**config.mk**
```make
export PLATFORM = sky130hd
export DESIGN_NAME = spireg_top
export DESIGN_NICKNAME = d
export VERILOG_FILES = /design/src/rtl/spireg_pkg.sv /design/src/rtl/spireg_sync.sv /design/src/rtl/spireg_bank.sv /design/src/rtl/spireg_frame.sv /design/src/rtl/spireg_top.sv
export SDC_FILE = /design/constraint.sdc
export NUM_CORES = 1
export LEC_CHECK = 0
export BUFFER_PORTS_ARGS = -buffer_cell sky130_fd_sc_hd__buf_2
export CAP_MARGIN = 15
export CORE_MARGIN = 2
export CORE_UTILIZATION = 50
export CTS_BUF_LIST = sky130_fd_sc_hd__clkbuf_16
export DETAILED_ROUTE_END_ITERATION = 6
export PLACE_DENSITY = 0.66
export SKIP_CTS_REPAIR_TIMING = 1
export SYNTH_ARGS = -nofsm -noshare
export SYNTH_HDL_FRONTEND = slang
export SYNTH_SLANG_ARGS = --single-unit
```
**constraint.sdc**
```tcl
create_clock -name clk -period 7.04 [get_ports clk]
set_clock_uncertainty 0.2 [all_clocks]
set_input_delay 0.704 -clock clk [delete_from_list [all_inputs] [get_ports clk]]
set_output_delay 0.704 -clock clk [all_outputs]
set_load 0.01 [all_outputs]
```
**src/rtl/spireg_pkg.sv**
```systemverilog
package spireg_pkg;
  localparam int DATA_W     = 16;
  localparam int ADDR_W     = 7;
  localparam int CMD_W      = ADDR_W + 1;
  localparam int FRAME_BITS = CMD_W + DATA_W;
  localparam int CNT_W      = $clog2(FRAME_BITS + 1);

  typedef enum logic {
    WIRE3 = 1'b0,
    WIRE4 = 1'b1
  } wire_mode_e;
endpackage

```
**src/rtl/spireg_sync.sv**
```systemverilog
module spireg_sync #(
  parameter int             W       = 1,
  parameter int             STAGES  = 2,
  parameter logic [W-1:0]   RST_VAL = '0
) (
  input  logic         clk,
  input  logic         rst_n,
  input  logic [W-1:0] d,
  output logic [W-1:0] q
);
  logic [STAGES-1:0][W-1:0] pipe_q;
  logic [STAGES-1:0][W-1:0] pipe_d;

  for (genvar g = 0; g < STAGES; g++) begin : g_stage
    if (g == 0) begin : g_first
      assign pipe_d[g] = d;
    end else begin : g_next
      assign pipe_d[g] = pipe_q[g-1];
    end
  end

  always_ff @(posedge clk or negedge rst_n) begin
    if (!rst_n) pipe_q <= {STAGES{RST_VAL}};
    else        pipe_q <= pipe_d;
  end

  assign q = pipe_q[STAGES-1];
endmodule

```
**src/rtl/spireg_bank.sv**
```systemverilog
module spireg_bank
  import spireg_pkg::*;
#(
  parameter int REG_COUNT = 8,
  parameter int MODE_ADDR = 0,
  parameter int MODE_BIT  = 0
) (
  input  logic              clk,
  input  logic              rst_n,
  input  logic              we,
  input  logic [ADDR_W-1:0] waddr,
  input  logic [DATA_W-1:0] wdata,
  input  logic [ADDR_W-1:0] rd_addr,
  output logic [DATA_W-1:0] rd_data,
  input  logic [ADDR_W-1:0] cfg_addr,
  output logic [DATA_W-1:0] cfg_rdata,
  output logic              mode_bit
);
  logic [DATA_W-1:0] regs_w [REG_COUNT];

  for (genvar g = 0; g < REG_COUNT; g++) begin : g_reg
    logic [DATA_W-1:0] val_q;
    logic [DATA_W-1:0] val_d;
    logic              hit;

    assign hit = we && (waddr == ADDR_W'(g));

    always_comb begin
      val_d = val_q;
      if (hit) val_d = wdata;
    end

    always_ff @(posedge clk or negedge rst_n) begin
      if (!rst_n) val_q <= '0;
      else        val_q <= val_d;
    end

    assign regs_w[g] = val_q;
  end

  always_comb begin
    rd_data   = '0;
    cfg_rdata = '0;
    for (int i = 0; i < REG_COUNT; i++) begin
      if (rd_addr  == ADDR_W'(i)) rd_data   = regs_w[i];
      if (cfg_addr == ADDR_W'(i)) cfg_rdata = regs_w[i];
    end
  end

  assign mode_bit = regs_w[MODE_ADDR][MODE_BIT];

  AST_MODE_REG_WRITE: assert property (@(posedge clk) disable iff (!rst_n)
    (we && waddr == ADDR_W'(MODE_ADDR)) |=> (mode_bit == $past(wdata[MODE_BIT]))) else $error("mode write");
endmodule

```
**src/rtl/spireg_frame.sv**
```systemverilog
module spireg_frame
  import spireg_pkg::*;
(
  input  logic              clk,
  input  logic              rst_n,
  input  logic              frame_act,
  input  logic              rise_ev,
  input  logic              fall_ev,
  input  logic              din,
  output logic [ADDR_W-1:0] rd_addr,
  input  logic [DATA_W-1:0] rd_word,
  output logic              we,
  output logic [ADDR_W-1:0] waddr,
  output logic [DATA_W-1:0] wdata,
  output logic              dout,
  output logic              drive
);
  localparam logic [CNT_W-1:0] CMD_END   = CNT_W'(CMD_W);
  localparam logic [CNT_W-1:0] FRAME_END = CNT_W'(FRAME_BITS);

  logic [CNT_W-1:0]  cnt_q,  cnt_d;
  logic [ADDR_W-1:0] cmd_q,  cmd_d;
  logic              rnw_q,  rnw_d;
  logic [ADDR_W-1:0] addr_q, addr_d;
  logic [DATA_W-1:0] wsh_q,  wsh_d;
  logic [DATA_W-1:0] rsh_q,  rsh_d;
  logic              dout_q, dout_d;
  logic              drv_q,  drv_d;
  logic              we_q,   we_d;

  assign rd_addr = {cmd_q[ADDR_W-2:0], din};

  always_comb begin
    cnt_d  = cnt_q;
    cmd_d  = cmd_q;
    rnw_d  = rnw_q;
    addr_d = addr_q;
    wsh_d  = wsh_q;
    rsh_d  = rsh_q;
    dout_d = dout_q;
    drv_d  = drv_q;
    we_d   = 1'b0;
    if (!frame_act) begin
      cnt_d  = '0;
      drv_d  = 1'b0;
      dout_d = 1'b0;
    end else begin
      if (rise_ev) begin
        if (cnt_q < CMD_END) begin
          cmd_d = {cmd_q[ADDR_W-2:0], din};
          if (cnt_q == CMD_END - 1'b1) begin
            rnw_d  = cmd_q[ADDR_W-1];
            addr_d = rd_addr;
            rsh_d  = rd_word;
          end
        end else if (cnt_q < FRAME_END) begin
          wsh_d = {wsh_q[DATA_W-2:0], din};
          if ((cnt_q == FRAME_END - 1'b1) && !rnw_q) we_d = 1'b1;
        end
        if (cnt_q < FRAME_END) cnt_d = cnt_q + 1'b1;
      end
      if (fall_ev && rnw_q && (cnt_q >= CMD_END)) begin
        drv_d = 1'b1;
        if (cnt_q < FRAME_END) begin
          dout_d = rsh_q[DATA_W-1];
          rsh_d  = {rsh_q[DATA_W-2:0], 1'b0};
        end else begin
          dout_d = 1'b0;
        end
      end
    end
  end

  always_ff @(posedge clk or negedge rst_n) begin
    if (!rst_n) begin
      cnt_q  <= '0;
      cmd_q  <= '0;
      rnw_q  <= 1'b0;
      addr_q <= '0;
      wsh_q  <= '0;
      rsh_q  <= '0;
      dout_q <= 1'b0;
      drv_q  <= 1'b0;
      we_q   <= 1'b0;
    end else begin
      cnt_q  <= cnt_d;
      cmd_q  <= cmd_d;
      rnw_q  <= rnw_d;
      addr_q <= addr_d;
      wsh_q  <= wsh_d;
      rsh_q  <= rsh_d;
      dout_q <= dout_d;
      drv_q  <= drv_d;
      we_q   <= we_d;
    end
  end

  assign we    = we_q;
  assign waddr = addr_q;
  assign wdata = wsh_q;
  assign dout  = dout_q;
  assign drive = drv_q;

  AST_WR_AT_FRAME_END: assert property (@(posedge clk) disable iff (!rst_n)
    we_q |-> (cnt_q == FRAME_END && !rnw_q)) else $error("early write");
  AST_CNT_BOUND: assert property (@(posedge clk) disable iff (!rst_n)
    cnt_q <= FRAME_END) else $error("count overrun");
  AST_QUIET_IDLE: assert property (@(posedge clk) disable iff (!rst_n)
    !frame_act |=> !drv_q) else $error("drive while idle");
  AST_DRIVE_ONLY_READ: assert property (@(posedge clk) disable iff (!rst_n)
    drv_q |-> (rnw_q && cnt_q >= CMD_END)) else $error("drive outside read");
  AST_TAIL_LOW: assert property (@(posedge clk) disable iff (!rst_n)
    (frame_act && fall_ev && drv_q && cnt_q == FRAME_END) |=> !dout_q) else $error("tail not low");
endmodule

```
**src/rtl/spireg_top.sv**
```systemverilog
module spireg_top
  import spireg_pkg::*;
#(
  parameter int REG_COUNT   = 8,
  parameter int MODE_ADDR   = 0,
  parameter int MODE_BIT    = 0,
  parameter int SYNC_STAGES = 2
) (
  input  logic              clk,
  input  logic              rst_n,
  input  logic              sclk,
  input  logic              sen_n,
  input  logic              sdio_in,
  output logic              sdio_out,
  output logic              sdio_oe,
  output logic              sdo_out,
  output logic              sdo_oe,
  input  logic [ADDR_W-1:0] cfg_addr,
  output logic [DATA_W-1:0] cfg_rdata
);
  logic [1:0] rst_pipe_q;
  logic       rst_s_n;

  always_ff @(posedge clk or negedge rst_n) begin
    if (!rst_n) rst_pipe_q <= 2'b00;
    else        rst_pipe_q <= {rst_pipe_q[0], 1'b1};
  end
  assign rst_s_n = rst_pipe_q[1];

  logic [2:0] pins_s;
  logic       sclk_s, sen_s_n, din_s;

  spireg_sync #(.W(3), .STAGES(SYNC_STAGES), .RST_VAL(3'b010)) u_sync (
    .clk   (clk),
    .rst_n (rst_s_n),
    .d     ({sclk, sen_n, sdio_in}),
    .q     (pins_s)
  );
  assign {sclk_s, sen_s_n, din_s} = pins_s;

  logic sclk_prev_q;
  logic frame_act, rise_ev, fall_ev;
  wire_mode_e mode_q, mode_d;
  logic mode_bit;

  assign frame_act = !sen_s_n;
  assign rise_ev   = sclk_s && !sclk_prev_q;
  assign fall_ev   = !sclk_s && sclk_prev_q;

  always_comb begin
    mode_d = mode_q;
    if (!frame_act) mode_d = wire_mode_e'(mode_bit);
  end

  always_ff @(posedge clk or negedge rst_s_n) begin
    if (!rst_s_n) begin
      sclk_prev_q <= 1'b0;
      mode_q      <= WIRE3;
    end else begin
      sclk_prev_q <= sclk_s;
      mode_q      <= mode_d;
    end
  end

  logic [ADDR_W-1:0] rd_addr, waddr;
  logic [DATA_W-1:0] rd_word, wdata;
  logic              we, dout, drive;

  spireg_frame u_frame (
    .clk       (clk),
    .rst_n     (rst_s_n),
    .frame_act (frame_act),
    .rise_ev   (rise_ev),
    .fall_ev   (fall_ev),
    .din       (din_s),
    .rd_addr   (rd_addr),
    .rd_word   (rd_word),
    .we        (we),
    .waddr     (waddr),
    .wdata     (wdata),
    .dout      (dout),
    .drive     (drive)
  );

  spireg_bank #(.REG_COUNT(REG_COUNT), .MODE_ADDR(MODE_ADDR), .MODE_BIT(MODE_BIT)) u_bank (
    .clk       (clk),
    .rst_n     (rst_s_n),
    .we        (we),
    .waddr     (waddr),
    .wdata     (wdata),
    .rd_addr   (rd_addr),
    .rd_data   (rd_word),
    .cfg_addr  (cfg_addr),
    .cfg_rdata (cfg_rdata),
    .mode_bit  (mode_bit)
  );

  assign sdio_out = dout;
  assign sdio_oe  = drive;
  assign sdo_out  = dout;
  assign sdo_oe   = drive && (mode_q == WIRE4);

  AST_MODE_HELD: assert property (@(posedge clk) disable iff (!rst_s_n)
    (frame_act && $past(frame_act)) |-> $stable(mode_q)) else $error("mode changed mid-frame");
endmodule

```
==> results.cfg <==
[worst_setup_path]
path_cells = buf_2 > and2_0 > and3_1 > nand2_1 > nand2_1 > buf_2
ff2ff_path_depth = 6
crit_fanout = 41
cp_num_buf_inv = 2
crit_required_ps = 6140
slowest_delay_ps = 740
cp_slowest_cell = buf_2
crit_cells = 6
cp-end-kind = primary output
critPathKind = in2out
worstPathArrival_ps = 2600
start_kind = input pin
cp_top_family = simple AND/OR/NAND/NOR gates

[yosys]
synth_common_cells = dfrtp_1, mux2_2, nor2_1
synth_top_area_frac = 0.481
ys_types = 58
synth_nets = 850
yosysMostFrequentCell = dfrtp_1
yosysWarnings = 0
synth-main-ff-cell = dfrtp_1
yosysTopAreaCell = dfrtp_1
ys_top_cells_by_area = dfrtp_1, mux2_2, mux4_2, mux2i_1, a21oi_1
synth_enable_flop_cells = 0
synth-seq-cells = 193
avgSynthCellArea_um2 = 11.9
synth_async_sr_flop_share = 1.00
netlist_area_um2 = 9940
synth_cells = 835
ys_seq_area_frac = 0.486

[floorplan]
dieArea_um2 = 21000
die_h_um = 145
io_pins = 32
core_um2 = 19500
initial_core_util = 0.511
fp.dieW_um = 145
row_count = 51

[timing]
worstMarginPinSlew_ps = 1220
period_needed_ps = 3510
slew_headroom = 0.181
slew_violations = 0
rsz0062_at_grt = no
fin_crit_sh = 0.498
setup_viol = 0
worst_slack_ps = 3530
hold_viol_final = 0
fin_tns_setup_ps = 0
fmax_mhz = 285

[clocking]
cts_buffers = 17
clockRootBuffer = clkbuf_16
path_clk_slew_ps = 70
clock-sinks = 193
clk_latency_ps = 440
h-tree-depth = 4
cts_tree = built
cts.path.max_buffers = 2

[pwr]
switching_share = 0.258
intPower_mw = 1.81
p_clk_frac = 0.420
power_frac_comb = 0.094
power_per_cell_area_nw_per_um2 = 225
pwr-share-seq = 0.486
power.leakage_nw = 4.97
p_sw_uw = 630
vdd.ir_drop.worst_uv = 137

[global_route]
grt_first_pass_wirelength_um = 40100
grt-ovfl-total = 0
grt_max_degree = 192
grtUsageTotal = 0.246
antenna_found_initial = 0
grt_pass1_vias = 6861

[final_layout]
fin_cells = 1103
drive_above_1_share = 0.307
nets = 840
num_antenna_cells = 0
syn_to_final_growth_pct = 9.08
fillers = 1624

[routing]
drt-vias-per-instance = 6.09
drc_errors = 0
wl_um = 25000
drt_first_pass_iters = 5
wl_per_cell_um = 22.6
num_vias = 6720
drtAntennaViolNets = 0
drt_iter0_drc = 533

[min_path]
hold_path.class = reg2reg
hold_depth = 0

[flow_run]
maxCapViolations = 0

[placed_design]
post-place-ws_ps = 3560
io_buffers = 31
gp_congestion = 0.843
dp_hpwl_um = 15600
dp.cells = 1070

[run_status]
status = finished clean
-- power groups by stage --
stage	Clock [mW]	Combinational (mW)	Sequential (mW)
final	1.02	0.230	1.18
after global routing	1.08	0.252	1.19
after CTS	1.04	0.230	1.18
after detailed placement	0	0.230	1.21
after global placement	0	0.225	1.20
after floorplan	0	0.164	1.19
-- through the flow --
stage	util	cell area (µm²)	hold WS, ps	total power, mW
floorplan	-	9940	131	1.35
global placement	0.525	10200	137	1.43
detailed placement	0.525	10200	137	1.43
CTS	0.556	10800	-174	2.45
global route	0.557	10800	150	2.52
finish	0.557	10800	152	2.44
-- final timing paths --
path                                                    from                       endpoint  slack, ps
worst min register to register       rst_pipe_q[0]$_DFF_PN0_        rst_pipe_q[1]$_DFF_PN0_        150
max in group asynchronous            rst_pipe_q[1]$_DFF_PN0_   u_frame.rsh_q[4]$_DFFE_PN0N_       5530
worst min-delay path                 rst_pipe_q[0]$_DFF_PN0_        rst_pipe_q[1]$_DFF_PN0_        150
worst max-delay path                             cfg_addr[1]                   cfg_rdata[9]       3530
worst max register to register  u_frame.cnt_q[0]$_DFFE_PN0P_  u_frame.rsh_q[10]$_DFFE_PN0N_       3640
min in group asynchronous            rst_pipe_q[1]$_DFF_PN0_   u_frame.waddr[5]$_DFFE_PN0P_        310
-- cells by family (layout without fill, tap and decap cells) --
family                     count (synthesis)  count (layout)  synth area share
other                                      1               1          0.000377
xor gates and xnor gates                   4               4           0.00353
buffers and inverters                     87              90            0.0389
adders and majority gates                  3               3           0.00378
AOI/OAI and AO/OA                        143             143            0.0922
muxes                                    223             223             0.282
and+or+nand+nor                          181             181            0.0935
DFF                                      193             193             0.486
-- cells in the final DEF, fill, tap and decap left out, drive strengths merged, types with 7 or more instances in the layout --
cell,n
a211oi,21
a21oi,55
buf,47
clkbuf,17
dfrtp,191
inv,11
mux2,162
mux2i,35
mux4,26
nand2,31
nand2b,7
nand3,8
nor2,60
nor2b,23
nor3,19
o211ai,9
o21ai,15
o22ai,7
-- cell type report --
type	count	area [µm²]	share of cell area
Timing Repair Buffer	48	298	0.0275
Clock inverter	15	191	0.0177
Tap cell	265	332	0.0306
Multi-Input combinational cell	555	4720	0.435
Clock buffer	17	425	0.0392
Inverter	10	37.5	0.00346
Sequential cell	193	4840	0.446
-- per-layer routing --
metal	track usage	routed length [µm]	part of all wire	up-vias
li1	-	-	-	3029
met3	0.0491	1290	0.052	25
met5	0	0	0	-
met2	0.392	11700	0.47	214
met4	0.0644	369	0.015	0
met1	0.346	11600	0.46	3452
-- sequential cells by signal (all words and copies together), names as in the netlist --
| signal | count |
|---|---|
| mode_q | 1 |
| rst_pipe_q | 2 |
| sclk_prev_q | 1 |
| u_bank.g.val_q | 128 |
| u_frame.cmd_q | 7 |
| u_frame.cnt_q | 5 |
| u_frame.dout | 1 |
| u_frame.drive | 1 |
| u_frame.rnw_q | 1 |
| u_frame.rsh_q | 16 |
| u_frame.waddr | 7 |
| u_frame.wdata | 16 |
| u_frame.we | 1 |
| u_sync.pipe_d | 3 |
| u_sync.q | 3 |
(Power assumes the default switching activity.)
